==> config.mk <==
export PLATFORM = sky130hd
export DESIGN_NAME = mdio_master
export DESIGN_NICKNAME = d
export VERILOG_FILES = /design/src/rtl/mdio_pkg.sv /design/src/rtl/mdio_host_regs.sv /design/src/rtl/mdio_clk_div.sv /design/src/rtl/mdio_frame_seq.sv /design/src/rtl/mdio_master.sv
export SDC_FILE = /design/constraint.sdc
export NUM_CORES = 1
export LEC_CHECK = 0
export BUFFER_PORTS_ARGS = -buffer_cell sky130_fd_sc_hd__buf_2
export CORE_AREA = 2 2 105 107
export DETAILED_ROUTE_END_ITERATION = 8
export DIE_AREA = 0 0 107 109
export GPL_TIMING_DRIVEN = 0
export PLACE_DENSITY = 0.71
export SYNTH_ARGS = -nofsm -noshare
export SYNTH_HDL_FRONTEND = slang
export SYNTH_SLANG_ARGS = --single-unit
==> constraint.sdc <==
create_clock -name clk -period 4.7 [get_ports clk]
set_input_delay 0.47 -clock clk [delete_from_list [all_inputs] [get_ports clk]]
set_output_delay 0.47 -clock clk [all_outputs]
set_load 0.005 [all_outputs]
==> src/rtl/mdio_pkg.sv <==
package mdio_pkg;

  localparam int FRAME_BITS = 64;
  localparam int IDX_W      = $clog2(FRAME_BITS);
  localparam int TA_HI_BIT  = 17;   // first turnaround bit index in the frame
  localparam int DATA_BITS  = 16;

  // command word field positions
  localparam int CMD_PHY_LSB = 24;
  localparam int CMD_REG_LSB = 16;
  localparam int CMD_RD_BIT  = 15;
  localparam int CMD_WR_BIT  = 14;
  localparam int CMD_GO_BIT  = 11;
  localparam int CMD_RDY_BIT = 7;
  localparam int SETUP_EN_BIT = 6;

  typedef enum logic [1:0] {
    OP_NONE  = 2'b00,
    OP_WRITE = 2'b01,
    OP_READ  = 2'b10
  } mdio_op_e;

  // read select wins over write select
  function automatic mdio_op_e pick_op(input logic rd_sel, input logic wr_sel);
    if (rd_sel)      return OP_READ;
    else if (wr_sel) return OP_WRITE;
    else             return OP_NONE;
  endfunction

  // full 64-bit frame image, bit 63 goes out first
  function automatic logic [FRAME_BITS-1:0] build_frame(
    input mdio_op_e          op,
    input logic [4:0]        phy,
    input logic [4:0]        regad,
    input logic [DATA_BITS-1:0] wdat
  );
    logic [1:0]  ta;
    logic [15:0] body;
    ta   = (op == OP_READ) ? 2'b11 : 2'b10;
    body = (op == OP_READ) ? 16'hFFFF : wdat;
    return {32'hFFFF_FFFF, 2'b01, logic'(op[1]), logic'(op[0]), phy, regad, ta, body};
  endfunction

  // clocks per MDC half period
  function automatic int half_clocks(input int divider);
    return divider + 1;
  endfunction

endpackage

==> src/rtl/mdio_host_regs.sv <==
module mdio_host_regs #(
  parameter int DIV_W     = 6,
  parameter int DIV_RESET = 29
) (
  input  logic             clk,
  input  logic             rst_n,
  input  logic             wr_en,
  input  logic [1:0]       addr,
  input  logic [31:0]      wdata,
  output logic [31:0]      rdata,
  input  logic             busy,
  input  logic [15:0]      rd_result,
  output logic             start,
  output mdio_pkg::mdio_op_e op,
  output logic [4:0]       phy,
  output logic [4:0]       regad,
  output logic [15:0]      wdat,
  output logic [DIV_W-1:0] div,
  output logic             en
);
  import mdio_pkg::*;

  logic [DIV_W-1:0] div_q;
  logic             en_q;
  logic [4:0]       phy_q, reg_q;
  logic             rdsel_q, wrsel_q;
  logic [15:0]      wdat_q;
  logic             cmd_wr;
  mdio_op_e         op_req;
  logic             unused_bits;

  assign cmd_wr = wr_en && (addr == 2'd1);
  assign op_req = pick_op(wdata[CMD_RD_BIT], wdata[CMD_WR_BIT]);
  assign start  = cmd_wr && wdata[CMD_GO_BIT] && en_q && !busy && (op_req != OP_NONE);

  always_ff @(posedge clk) begin
    if (!rst_n) begin
      div_q   <= DIV_W'(DIV_RESET);
      en_q    <= 1'b0;
      phy_q   <= '0;
      reg_q   <= '0;
      rdsel_q <= 1'b0;
      wrsel_q <= 1'b0;
      wdat_q  <= '0;
    end else if (wr_en) begin
      case (addr)
        2'd0: begin
          div_q <= wdata[DIV_W-1:0];
          en_q  <= wdata[SETUP_EN_BIT];
        end
        2'd1: if (!busy) begin
          phy_q   <= wdata[CMD_PHY_LSB +: 5];
          reg_q   <= wdata[CMD_REG_LSB +: 5];
          rdsel_q <= wdata[CMD_RD_BIT];
          wrsel_q <= wdata[CMD_WR_BIT];
        end
        2'd2: wdat_q <= wdata[15:0];
        default: ;
      endcase
    end
  end

  always_comb begin
    rdata = '0;
    case (addr)
      2'd0: begin
        rdata[DIV_W-1:0]    = div_q;
        rdata[SETUP_EN_BIT] = en_q;
      end
      2'd1: begin
        rdata[CMD_PHY_LSB +: 5] = phy_q;
        rdata[CMD_REG_LSB +: 5] = reg_q;
        rdata[CMD_RD_BIT]       = rdsel_q;
        rdata[CMD_WR_BIT]       = wrsel_q;
        rdata[CMD_RDY_BIT]      = !busy;
      end
      2'd2:    rdata[15:0] = wdat_q;
      default: rdata[15:0] = rd_result;
    endcase
  end

  // frame fields come straight from the accepting write
  assign op    = op_req;
  assign phy   = wdata[CMD_PHY_LSB +: 5];
  assign regad = wdata[CMD_REG_LSB +: 5];
  assign wdat  = wdat_q;
  assign div   = div_q;
  assign en    = en_q;

  assign unused_bits = ^{wdata[31:29], wdata[23:21], wdata[13:12], wdata[10:7], wdata[5:0]};

endmodule

==> src/rtl/mdio_clk_div.sv <==
module mdio_clk_div #(
  parameter int DIV_W = 6
) (
  input  logic             clk,
  input  logic             rst_n,
  input  logic             run,
  input  logic [DIV_W-1:0] div,
  output logic             mdc,
  output logic             rise,
  output logic             fall
);
  logic [DIV_W-1:0] cnt_q;
  logic             mdc_q;
  logic             tick;

  assign tick = run && (cnt_q == div);
  assign rise = tick && !mdc_q;
  assign fall = tick && mdc_q;
  assign mdc  = mdc_q;

  always_ff @(posedge clk) begin
    if (!rst_n || !run) begin
      cnt_q <= '0;
      mdc_q <= 1'b0;
    end else if (tick) begin
      cnt_q <= '0;
      mdc_q <= !mdc_q;
    end else begin
      cnt_q <= cnt_q + 1'b1;
    end
  end

endmodule

==> src/rtl/mdio_frame_seq.sv <==
module mdio_frame_seq (
  input  logic        clk,
  input  logic        rst_n,
  input  logic        start,
  input  mdio_pkg::mdio_op_e op,
  input  logic [4:0]  phy,
  input  logic [4:0]  regad,
  input  logic [15:0] wdat,
  input  logic        rise,
  input  logic        fall,
  input  logic        mdio_i,
  output logic        busy,
  output logic        is_read,
  output logic        done,
  output logic        mdio_o,
  output logic        mdio_oe,
  output logic [15:0] rd_result
);
  import mdio_pkg::*;

  logic                  busy_q, rd_q;
  logic [FRAME_BITS-1:0] frame_q;
  logic [IDX_W-1:0]      idx_q;
  logic [15:0]           shr_q, res_q;
  logic                  released, in_data;

  assign released = rd_q && (idx_q <= IDX_W'(TA_HI_BIT));
  assign in_data  = idx_q < IDX_W'(DATA_BITS);
  assign done     = busy_q && fall && (idx_q == '0);

  always_ff @(posedge clk) begin
    if (!rst_n) begin
      busy_q  <= 1'b0;
      rd_q    <= 1'b0;
      frame_q <= '0;
      idx_q   <= '0;
      shr_q   <= '0;
      res_q   <= '0;
    end else if (start) begin
      busy_q  <= 1'b1;
      rd_q    <= (op == OP_READ);
      frame_q <= build_frame(op, phy, regad, wdat);
      idx_q   <= IDX_W'(FRAME_BITS - 1);
    end else if (busy_q) begin
      if (rise && rd_q && in_data)
        shr_q <= {shr_q[14:0], mdio_i};
      if (done) begin
        busy_q <= 1'b0;
        if (rd_q) res_q <= shr_q;
      end else if (fall) begin
        idx_q <= idx_q - 1'b1;
      end
    end
  end

  assign busy      = busy_q;
  assign is_read   = rd_q;
  assign mdio_o    = frame_q[idx_q];
  assign mdio_oe   = busy_q && !released;
  assign rd_result = res_q;

endmodule

==> src/rtl/mdio_master.sv <==
module mdio_master #(
  parameter int DIV_W     = 6,
  parameter int DIV_RESET = 29
) (
  input  logic        clk,
  input  logic        rst_n,
  input  logic        host_wr,
  input  logic [1:0]  host_addr,
  input  logic [31:0] host_wdata,
  output logic [31:0] host_rdata,
  output logic        mdc,
  output logic        mdio_o,
  output logic        mdio_oe,
  input  logic        mdio_i
);
  import mdio_pkg::*;

  // named internal events, observed by the bound checker
  logic             start_evt, done_evt, rise_evt, fall_evt;
  logic             busy, is_read, en;
  mdio_op_e         op;
  logic [4:0]       phy, regad;
  logic [15:0]      wdat, rd_result;
  logic [DIV_W-1:0] div;

  mdio_host_regs #(.DIV_W(DIV_W), .DIV_RESET(DIV_RESET)) i_regs (
    .clk(clk), .rst_n(rst_n), .wr_en(host_wr), .addr(host_addr),
    .wdata(host_wdata), .rdata(host_rdata), .busy(busy), .rd_result(rd_result),
    .start(start_evt), .op(op), .phy(phy), .regad(regad), .wdat(wdat),
    .div(div), .en(en)
  );

  mdio_clk_div #(.DIV_W(DIV_W)) i_div (
    .clk(clk), .rst_n(rst_n), .run(busy), .div(div),
    .mdc(mdc), .rise(rise_evt), .fall(fall_evt)
  );

  mdio_frame_seq i_seq (
    .clk(clk), .rst_n(rst_n), .start(start_evt), .op(op), .phy(phy),
    .regad(regad), .wdat(wdat), .rise(rise_evt), .fall(fall_evt),
    .mdio_i(mdio_i), .busy(busy), .is_read(is_read), .done(done_evt),
    .mdio_o(mdio_o), .mdio_oe(mdio_oe), .rd_result(rd_result)
  );

endmodule

=== Word level (Yosys, flattened, before mapping) ===
Index checks and enable logic that the tools add are counted.
Widths: inputs -> output; s select.

* Output and inout port bits: 35
* Logic and storage cells: 78
* Register bits: 113
* Bits of input ports: 38

* $lt $le $gt $ge: 3
* Multiplexer cells: 19
* Bitwise logic cells: 2
* Eq/ne operators: 5
* Add/subtract/negate cells: 2
* Reductions and logical operators: 32

{| class="wikitable"
|+ Operators by type and width
! kind !! number
|-
| $mux 6 || 4
|-
| $pmux 7 s3 || 1
|-
| $mux 16 || 1
|-
| $logic_and 1x1->1 || 14
|-
| $pmux 6 s2 || 1
|-
| $mux 5 || 2
|-
| $reduce_and 3->1 || 3
|-
| $lt 6x7->1 const B || 1
|-
| $add 6x1->6 const B || 1
|-
| $bmux 1 s6 || 1
|-
| $eq 6x6->1 || 1
|-
| $le 6x5->1 const B || 1
|-
| $logic_not 6->1 || 1
|-
| $lt 6x5->1 const B || 1
|-
| $mux 1 || 6
|-
| $pmux 2 s3 || 1
|-
| $reduce_bool 2->1 || 3
|-
| $sub 6x1->6 const B || 1
|-
| $eq 2x2->1 const B || 2
|-
| $logic_not 1->1 || 4
|-
| $reduce_and 2->1 || 2
|-
| $reduce_and 4->1 || 1
|-
| $reduce_or 2->1 || 2
|-
| $pmux 1 s3 || 1
|-
| other kinds (6) || 7
|}

=== Longest topological paths before layout ===
Gate-level depths: netlist of run 1.

* Word-level depth: 8
* Depth in mapped cells: 8
* Mapped depth without buffers: 6

=== Hierarchy ===
Synthesis of run 1 repeated with hierarchy kept, for this count alone.

* Cells, all modules: 562
* Area, all modules: 5454.0 sq um

{| class="wikitable"
|+ By module, submodules not included
! module !! sequential area each (sq um) !! instances !! cells each !! area each (sq um)
|-
| mdio_frame_seq || 1381.3 || 1 || 302 || 3113.0
|-
| mdio_host_regs || 700.7 || 1 || 221 || 2005.7
|-
| mdio_clk_div || 140.1 || 1 || 39 || 335.3
|}

=== Worst setup path before layout of run 1 ===
No wires, ideal clock.

* Path kind: reg-to-output
* Start point: register i_seq.idx_q[1]
* End point: output mdio_o
* Data arrival time: 1650 ps
* Cell stages (with the launch flop): 7
* Required time: 4230 ps
* Slack: 2580 ps
* Path buffers: 1
* Cells stage by stage: dfxtp_1 > clkbuf_1 > mux4_2 > nand2_1 > nand2_1 > a311oi_1 > nand3_1

* Word-level cells in the longest chain between the ends: 2

{| class="wikitable"
|+ Ends and longest elaborated chain
! element !! RTL line !! source
|-
| start: declaration || mdio_frame_seq.sv:23 || <nowiki>logic [IDX_W-1:0] idx_q;</nowiki>
|-
| start signal: assignment || mdio_frame_seq.sv:43 || <nowiki>idx_q <= IDX_W'(FRAME_BITS - 1);</nowiki>
|-
| start signal: assignment || mdio_frame_seq.sv:51 || <nowiki>idx_q <= idx_q - 1'b1;</nowiki>
|-
| $bmux 1 s6 || mdio_frame_seq.sv:58 || <nowiki>assign mdio_o = frame_q[idx_q];</nowiki>
|-
| $mux 1 (implied by the code) || mdio_frame_seq.sv:58 ||
|-
| end: declaration || mdio_master.sv:12 || <nowiki>output logic mdio_o,</nowiki>
|}

Every way passes these cells. The select of a mux whose other input is x is not followed.

=== Worst setup path after layout of run 1 ===
Ends and elaborated chain as after synthesis.

==> results of run 1 <==
-- state kept, by name, indices dropped and copies added, names as in the netlist --
| register | flops |
|---|---|
| i_regs.div | 6 |
| i_regs.wrsel_q | 1 |
| i_regs.wdat | 16 |
| i_seq.rd_result | 16 |
| i_seq.frame_q | 30 |
| i_regs.rdsel_q | 1 |
| i_seq.idx_q | 6 |
| i_div.mdc | 1 |
| i_regs.en | 1 |
| i_seq.busy | 1 |
| i_div.cnt_q | 6 |
| i_seq.shr_q | 16 |
| i_regs.phy_q | 5 |
| i_regs.reg_q | 5 |
-- stage by stage --
step                      power, mW   util  hold WS [ps]  setup slack [ps]
after floorplan                1.05      -           439              2580
after global placement         1.09  0.532           448              2170
after detailed placement       1.09  0.532           454              2120
after CTS                      1.66  0.551           325              1740
after global routing           1.72  0.551           340              1620
final                          1.65  0.551           341              1750
-- area by class of cell --
class	instances	area, um2
plain buffers	47	239
clock inverters	7	81.3
inverters	5	18.8
clock buffers	9	124
well taps	140	175
repair buffers	59	295
flip-flops and latches	111	2220
fillers	970	4760
multi-input cells	405	2690
-- Yosys cell counts (4+ instances only) --
library cell	n	area (um2)
dfxtp_1	111	2220
nand2_1	99	372
a21boi_0	43	323
mux2i_1	42	420
nor2b_1	38	238
clkbuf_1	27	101
nor2_1	27	101
nor3_1	22	110
nand3_1	17	85.1
nor3b_1	17	128
and2_1	11	68.8
mux2_2	11	124
a22o_1	10	87.6
xnor2_1	8	70.1
buf_2	7	35.0
mux4_2	7	158
buf_4	6	45.0
inv_1	5	18.8
buf_6	4	45.0
ha_1	4	50.1
nand4_1	4	25.0
o21ai_0	4	20.0
-- how the worst max path moves through the flow --
stage          depth (start not counted)      startpoint  slack [ps]             end
3_5_place_dp                           6    host_addr[0]        2120  host_rdata[15]
3_3_place_gp                           6    host_addr[0]        2170  host_rdata[15]
4_1_cts                                7  i_seq.idx_q[1]        1740          mdio_o
6_report                               7  i_seq.idx_q[1]        1750          mdio_o
5_1_grt                                7  i_seq.idx_q[1]        1620          mdio_o
2_1_floorplan                          6  i_seq.idx_q[1]        2580          mdio_o
-- cell families (layout without fill, tap and decap cells) --
family	after synthesis	after routing	synth area share
AOI/OAI and AO/OA	72	72	0.107
xor gates and xnor gates	11	11	0.0187
adders and majority gates	4	4	0.00971
buffers and inverters	52	127	0.0500
DFF	111	111	0.431
muxes	60	60	0.136
other	1	6	0.000728
and+or+nand+nor	252	252	0.246
-- worst max-delay path: cells and delay by family (launching register included) --
family | cells | cell delay, ps
compound gates | 1 | 280
buf+inv | 2 | 640
flops | 1 | 360
mux | 1 | 580
simple gates | 3 | 240
-- metal layers --
metal	vias to the layer above	routed length [um]	global-route usage
met4	0	193	0.0714
met3	18	541	0.0383
li1	2059	-	-
met2	102	5650	0.351
met5	-	0	0
met1	1967	5650	0.282
-- power by group through the flow --
stage                     clock (mW)  sequential (mW)  combinational, mW
after floorplan                    0            0.979             0.0667
after global placement             0            0.982              0.105
after detailed placement           0            0.982              0.107
after CTS                      0.596            0.960              0.107
after global routing           0.636            0.962              0.119
final                          0.585            0.961              0.108
-- placed cells by master (no fill, tap or decap), types with 2 or more instances in the layout --
cell type	Yosys	final
a22o_1	10	10
nand3b_1	2	2
or3_1	2	2
mux4_2	7	7
mux2_2	11	11
nor2b_1	38	38
dfxtp_1	111	111
inv_1	5	5
nor2_1	27	27
nand4_1	4	4
o31ai_1	2	2
a21oi_1	2	2
buf_4	6	6
and3_1	3	3
nand3_1	17	17
nor3_1	22	22
clkinv_4	0	4
mux2i_1	42	42
nand2_1	99	99
ha_1	4	4
buf_6	4	4
buf_1	2	2
xnor2_1	8	8
clkbuf_8	0	9
nor3b_1	17	17
o211a_1	3	3
o21ai_0	4	4
buf_2	7	66
clkbuf_1	27	27
a21boi_0	43	43
xor2_1	3	3
conb_1	1	6
and2_1	11	11
==> flow_metrics.py, run 1 <==
metrics = {
    "logic_synthesis": {
        "synth-seq-cells": 111,
        "syn_area_per_cell_um2": 9.15,
        "synth-edff-count": 0,
        "syn_area_mm2": 0.00515,
        "async_reset_ff_frac": 0,
        "ys_seq_area_frac": 0.431,
        "syn_inst": 563,
        "synth_ff_type": "dfxtp_1",
        "synth_warnings": 0,
        "yosysUniqueCellTypes": 50,
    },
    "global_route": {
        "grt_first_pass_wirelength_um": 19300,
        "grt_max_degree": 20,
        "antenna_found_initial": 0,
        "grt_overflow": 0,
        "grt_pass1_vias": 3902,
        "grt_usage": 0.213,
    },
    "final_layout": {
        "syn_to_final_growth_pct": 13.5,
        "num_antenna_cells": 0,
        "fin_area_mm2": 0.00585,
        "finish.net_count": 680,
        "final_cells": 783,
        "layout-drive-gt1-share": 0.180,
    },
    "place": {
        "dp_cells": 767,
        "placed_cell_area_mm2": 0.00564,
        "place_hpwl_um": 9380,
        "io_buffers": 59,
        "place.gp.congestion": 0.868,
    },
    "worst_setup_path": {
        "crit_path_max_fanout": 10,
        "worstSetupStartpointType": "register",
        "r2r-end": "i_seq.idx_q[5]",
        "r2r_slack_ps": 2140,
        "cp.required_ps": 4230,
        "worstSetupEndpointType": "output pin",
        "crit_path_cell_trace": "clkbuf_1, mux4_2, nand2_1, nand2_1, a311oi_1, nand3_1, buf_2",
        "reg2reg_from": "i_seq.idx_q[1]",
        "slowest_stage": "mux4_2",
        "ff2ff_path_depth": 7,
        "critPathMaxStageDelay_ps": 580,
        "cpMostUsedCell": "nand2_1",
        "crit_type": "register to output pin",
        "crit_arrival_ps": 2480,
    },
    "clock_network": {
        "cts_sinks": 111,
        "numCtsBuffers": 9,
        "clock_path_buffers": 2,
        "hold_buffers": 0,
        "cts_max_level": 3,
        "cts.clk_slew.worst_paths_ps": 100,
        "clockRootBuffer": "clkbuf_8",
        "post_cts_buffers": 0,
        "tritoncts": "yes",
        "insertion_delay_ps": 380,
        "cts_resized": 0,
    },
    "sta": {
        "fin_skew_ps": 17.6,
        "slew_headroom": 0.500,
        "final-max-slew-violation-count": 0,
        "fin_setup_tns_ps": 0,
        "worst_slew_pin_slew_ps": 745,
        "setup_viol": 0,
        "rsz0062_at_grt": "false",
        "fin_crit_sh": 0.627,
        "period_minus_slack_ps": 2950,
        "fmax_mhz": 339,
        "hold_viol_final": 0,
    },
    "power_and_ir_drop": {
        "sw_frac_of_total": 0.243,
        "irDropWorstVdd_v": 0.000174,
        "pwr-share-seq": 0.581,
        "power_leakage_nw": 2.32,
        "p_int_mw": 1.25,
        "combPwrFrac": 0.065,
        "p_per_area_mw_per_mm2": 283,
        "p_sw_mw": 0.402,
        "p_clk_frac": 0.354,
    },
    "detailed_routing": {
        "drtAntennaViolNets": 0,
        "drc": 0,
        "drt-pass1-iter-count": 7,
        "wirelength_um": 12000,
        "via_per_inst": 5.30,
        "drt-initial-drc-count": 217,
        "via_count": 4146,
        "wire_per_inst_um": 15.4,
    },
    "die": {
        "start_util": 0.486,
        "fp-row-count": 38,
        "die_height_um": 109,
        "core_area_mm2": 0.0106,
        "fp.dieW_um": 107,
        "die_area_mm2": 0.0117,
        "num_io_pins": 73,
    },
    "min_path": {
        "whs_path_depth": 3,
        "min_to": "i_regs.wdat[12]",
        "hp-start": "host_wdata[12]",
        "hold_class": "input port to register",
    },
    "job": {
        "drv_cap": 0,
    },
    "run_status": {
        "status": "finished, final reports clean",
    },
}
No activity file was read; power rests on OpenSTA's default activity.
==> inputs of run 2 (changes only) <==
--- a/config.mk
+++ b/config.mk
@@ -5,12 +5,13 @@
 export SDC_FILE = /design/constraint.sdc
 export NUM_CORES = 1
 export LEC_CHECK = 0
+export ABC_AREA = 1
 export BUFFER_PORTS_ARGS = -buffer_cell sky130_fd_sc_hd__buf_2
-export CORE_AREA = 2 2 105 107
+export CORE_AREA = 2 2 103 105
 export DETAILED_ROUTE_END_ITERATION = 8
-export DIE_AREA = 0 0 107 109
+export DIE_AREA = 0 0 105 107
 export GPL_TIMING_DRIVEN = 0
-export PLACE_DENSITY = 0.71
+export PLACE_DENSITY = 0.74
 export SYNTH_ARGS = -nofsm -noshare
 export SYNTH_HDL_FRONTEND = slang
 export SYNTH_SLANG_ARGS = --single-unit
==> constraint.sdc (replaced) <==
create_clock -name clk -period 2.7 [get_ports clk]
set_input_delay 0.27 -clock clk [delete_from_list [all_inputs] [get_ports clk]]
set_output_delay 0.27 -clock clk [all_outputs]
set_load 0.005 [all_outputs]
==> flow_metrics.py, run 2 <==
metrics = {
    "run_status": {
        "status": "finished, final reports clean",
    },
    "clock_network": {
        "tritoncts": "yes",
        "numCtsBuffers": 9,
        "cts_sinks": 111,
        "cts_max_level": 3,
        "insertion_delay_ps": 380,
        "clockRootBuffer": "clkbuf_8",
        "hold_buffers": 0,
        "clock_path_buffers": 2,
        "cts_resized": 0,
        "cts.clk_slew.worst_paths_ps": 100,
        "post_cts_buffers": 0,
    },
    "worst_setup_path": {
        "worstSetupStartpointType": "register",
        "slowest_stage": "clkbuf_1",
        "r2r_slack_ps": 460,
        "crit_path_cell_trace": "inv_1, clkbuf_1, nor2_1, o21ai_0, nand2_1, nand3_1, nand2_1, nand3_1, buf_2",
        "crit_path_max_fanout": 11,
        "critPathMaxStageDelay_ps": 480,
        "worstSetupEndpointType": "output pin",
        "crit_buf_inv": 3,
        "crit_arrival_ps": 2160,
        "crit_type": "register to output pin",
        "cp_top_family": "buffers and inverters",
        "cp.required_ps": 2430,
    },
    "detailed_routing": {
        "wirelength_um": 13100,
        "drc": 0,
        "wire_per_inst_um": 14.2,
        "met1Wirelength_um": 6040,
        "highest_layer": "met4",
        "wl_met3_um": 749,
        "drtAntennaViolNets": 0,
        "met2WireLength_um": 6010,
        "drt-initial-drc-count": 321,
        "drt-pass1-iter-count": 5,
        "via_per_inst": 5.16,
        "via_count": 4748,
    },
    "sta": {
        "period_minus_slack_ps": 2430,
        "rsz0062_at_grt": "false",
        "fmax_mhz": 411,
        "final-max-slew-violation-count": 0,
        "fin_skew_ps": 7.86,
        "slew_headroom": 0.556,
        "worst_slew_pin_slew_ps": 664,
        "fin_setup_tns_ps": 0,
        "fin_crit_sh": 0.901,
        "setup_viol": 0,
        "hold_viol_final": 0,
    },
    "final_layout": {
        "final_common_cell": "nand2_1",
        "fill_cells": 1026,
        "final_cell_mix": "nand2_1, nor2_1, dfxtp_1",
        "syn_to_final_growth_pct": 13.6,
        "regMostFlops": "i_seq.frame_q",
        "num_antenna_cells": 0,
        "multiInputGateArea_mm2": 0.00214,
        "finish.net_count": 821,
        "regArea_mm2": 0.00222,
        "largest_reg_flops": 30,
        "layout-drive-gt1-share": 0.135,
    },
    "logic_synthesis": {
        "syn_inst": 703,
        "synth-seq-cells": 111,
        "synth_warnings": 0,
        "syn_area_mm2": 0.00495,
        "yosysUniqueCellTypes": 32,
        "synth_most_common_cell": "nand2_1",
        "synthTopCellsByCount": "nand2_1, nor2_1, dfxtp_1",
        "async_reset_ff_frac": 0,
        "syn_area_per_cell_um2": 7.04,
        "yosysTopAreaCell": "dfxtp_1",
        "synth-edff-count": 0,
        "ys_seq_area_frac": 0.449,
        "ys_top_cells_by_area": "dfxtp_1, nand2_1, nor2_1",
        "yosys.area.top_type_share": 0.449,
        "synth_ff_type": "dfxtp_1",
    },
    "global_route": {
        "grt_overflow": 0,
        "grt_usage": 0.237,
        "antenna_found_initial": 0,
        "grt_first_pass_wirelength_um": 21100,
        "grt_max_degree": 17,
        "grt_pass1_vias": 4460,
    },
    "die": {
        "fp-row-count": 37,
        "core_area_mm2": 0.0101,
        "fp.dieW_um": 105,
        "die_height_um": 107,
        "die_area_mm2": 0.0112,
        "start_util": 0.491,
        "num_io_pins": 73,
    },
    "power_and_ir_drop": {
        "power_leakage_nw": 2.61,
        "pwr-share-seq": 0.589,
        "combPwrFrac": 0.073,
        "p_clk_frac": 0.338,
        "total_power_mw": 2.85,
        "p_sw_mw": 0.698,
        "irDropWorstVdd_v": 0.000307,
        "p_int_mw": 2.15,
        "sw_frac_of_total": 0.245,
        "p_per_area_mw_per_mm2": 506,
    },
    "min_path": {
        "hold_class": "input port to register",
    },
    "place": {
        "io_buffers": 60,
        "place_hpwl_um": 9800,
        "place.gp.congestion": 0.890,
    },
    "job": {
        "drv_cap": 0,
    },
}
-- run 2: cell count changes after synthesis, sizes merged, moves of 42 or more --
cell    delta
a21boi    -43
a21oi     +57
inv      +101
mux2i     -42
nor2      +98
o21ai     +62
-- run 2: cell families after synthesis --
group           after synthesis  synth area share
other cells                   1          0.000757
buf+inv                     148             0.123
fa+ha+maj                     4            0.0101
compound gates              158             0.180
simple gates                275             0.227
flops                       111             0.449
xor+xnor                      6            0.0106
-- run 2: path summary, 6_finish.rpt --
path                                 startpoint            endpoint  depth (start not counted)
worst max-delay path             i_seq.idx_q[0]              mdio_o                          9
worst min register to register  i_regs.phy_q[3]     i_regs.phy_q[3]                          2
worst max register to register   i_seq.idx_q[0]  i_seq.rd_result[7]                          9
worst min-delay path                     mdio_i      i_seq.shr_q[0]                          3
-- run 2: per-layer routing --
layer  global-route usage  up-vias
met4               0.0857        0
met3               0.0407       21
met1                0.318     2212
met2                0.384      145
met5                    0        -
li1                     -     2370
-- run 2: area by class of cell --
type | instances | share of cell area
Buffer | 39 | 0.0353
Clock buffer | 14 | 0.0307
Clock inverter | 2 | 0.00245
Inverter | 109 | 0.0727
Multi-Input combinational cell | 449 | 0.380
Sequential cell | 111 | 0.395
Tap cell | 136 | 0.0302
Timing Repair Buffer | 60 | 0.0534
-- run 2: power groups by stage --
stage                     Clock, mW  Combinational, mW  Sequential [mW]
after floorplan                   0              0.119             1.71
after global placement            0              0.198             1.71
after detailed placement          0              0.203             1.72
after CTS                     0.980              0.204             1.68
after global routing           1.04              0.229             1.68
final                         0.962              0.207             1.68
-- run 2: worst min-delay path: stages --
cell and delay [ps]:
buf_2 80, nor2_1 40, nor2_1 90
-- run 2: stage by stage --
step	hold slack, ps	util	setup WS [ps]	cells	instance area [um2]
finish	125	0.558	267	920	5630
global route	131	0.558	153	920	5630
CTS	120	0.558	276	920	5630
detailed placement	447	0.539	513	904	5440
global placement	438	0.539	596	904	5440
floorplan	400	-	1070	708	4970
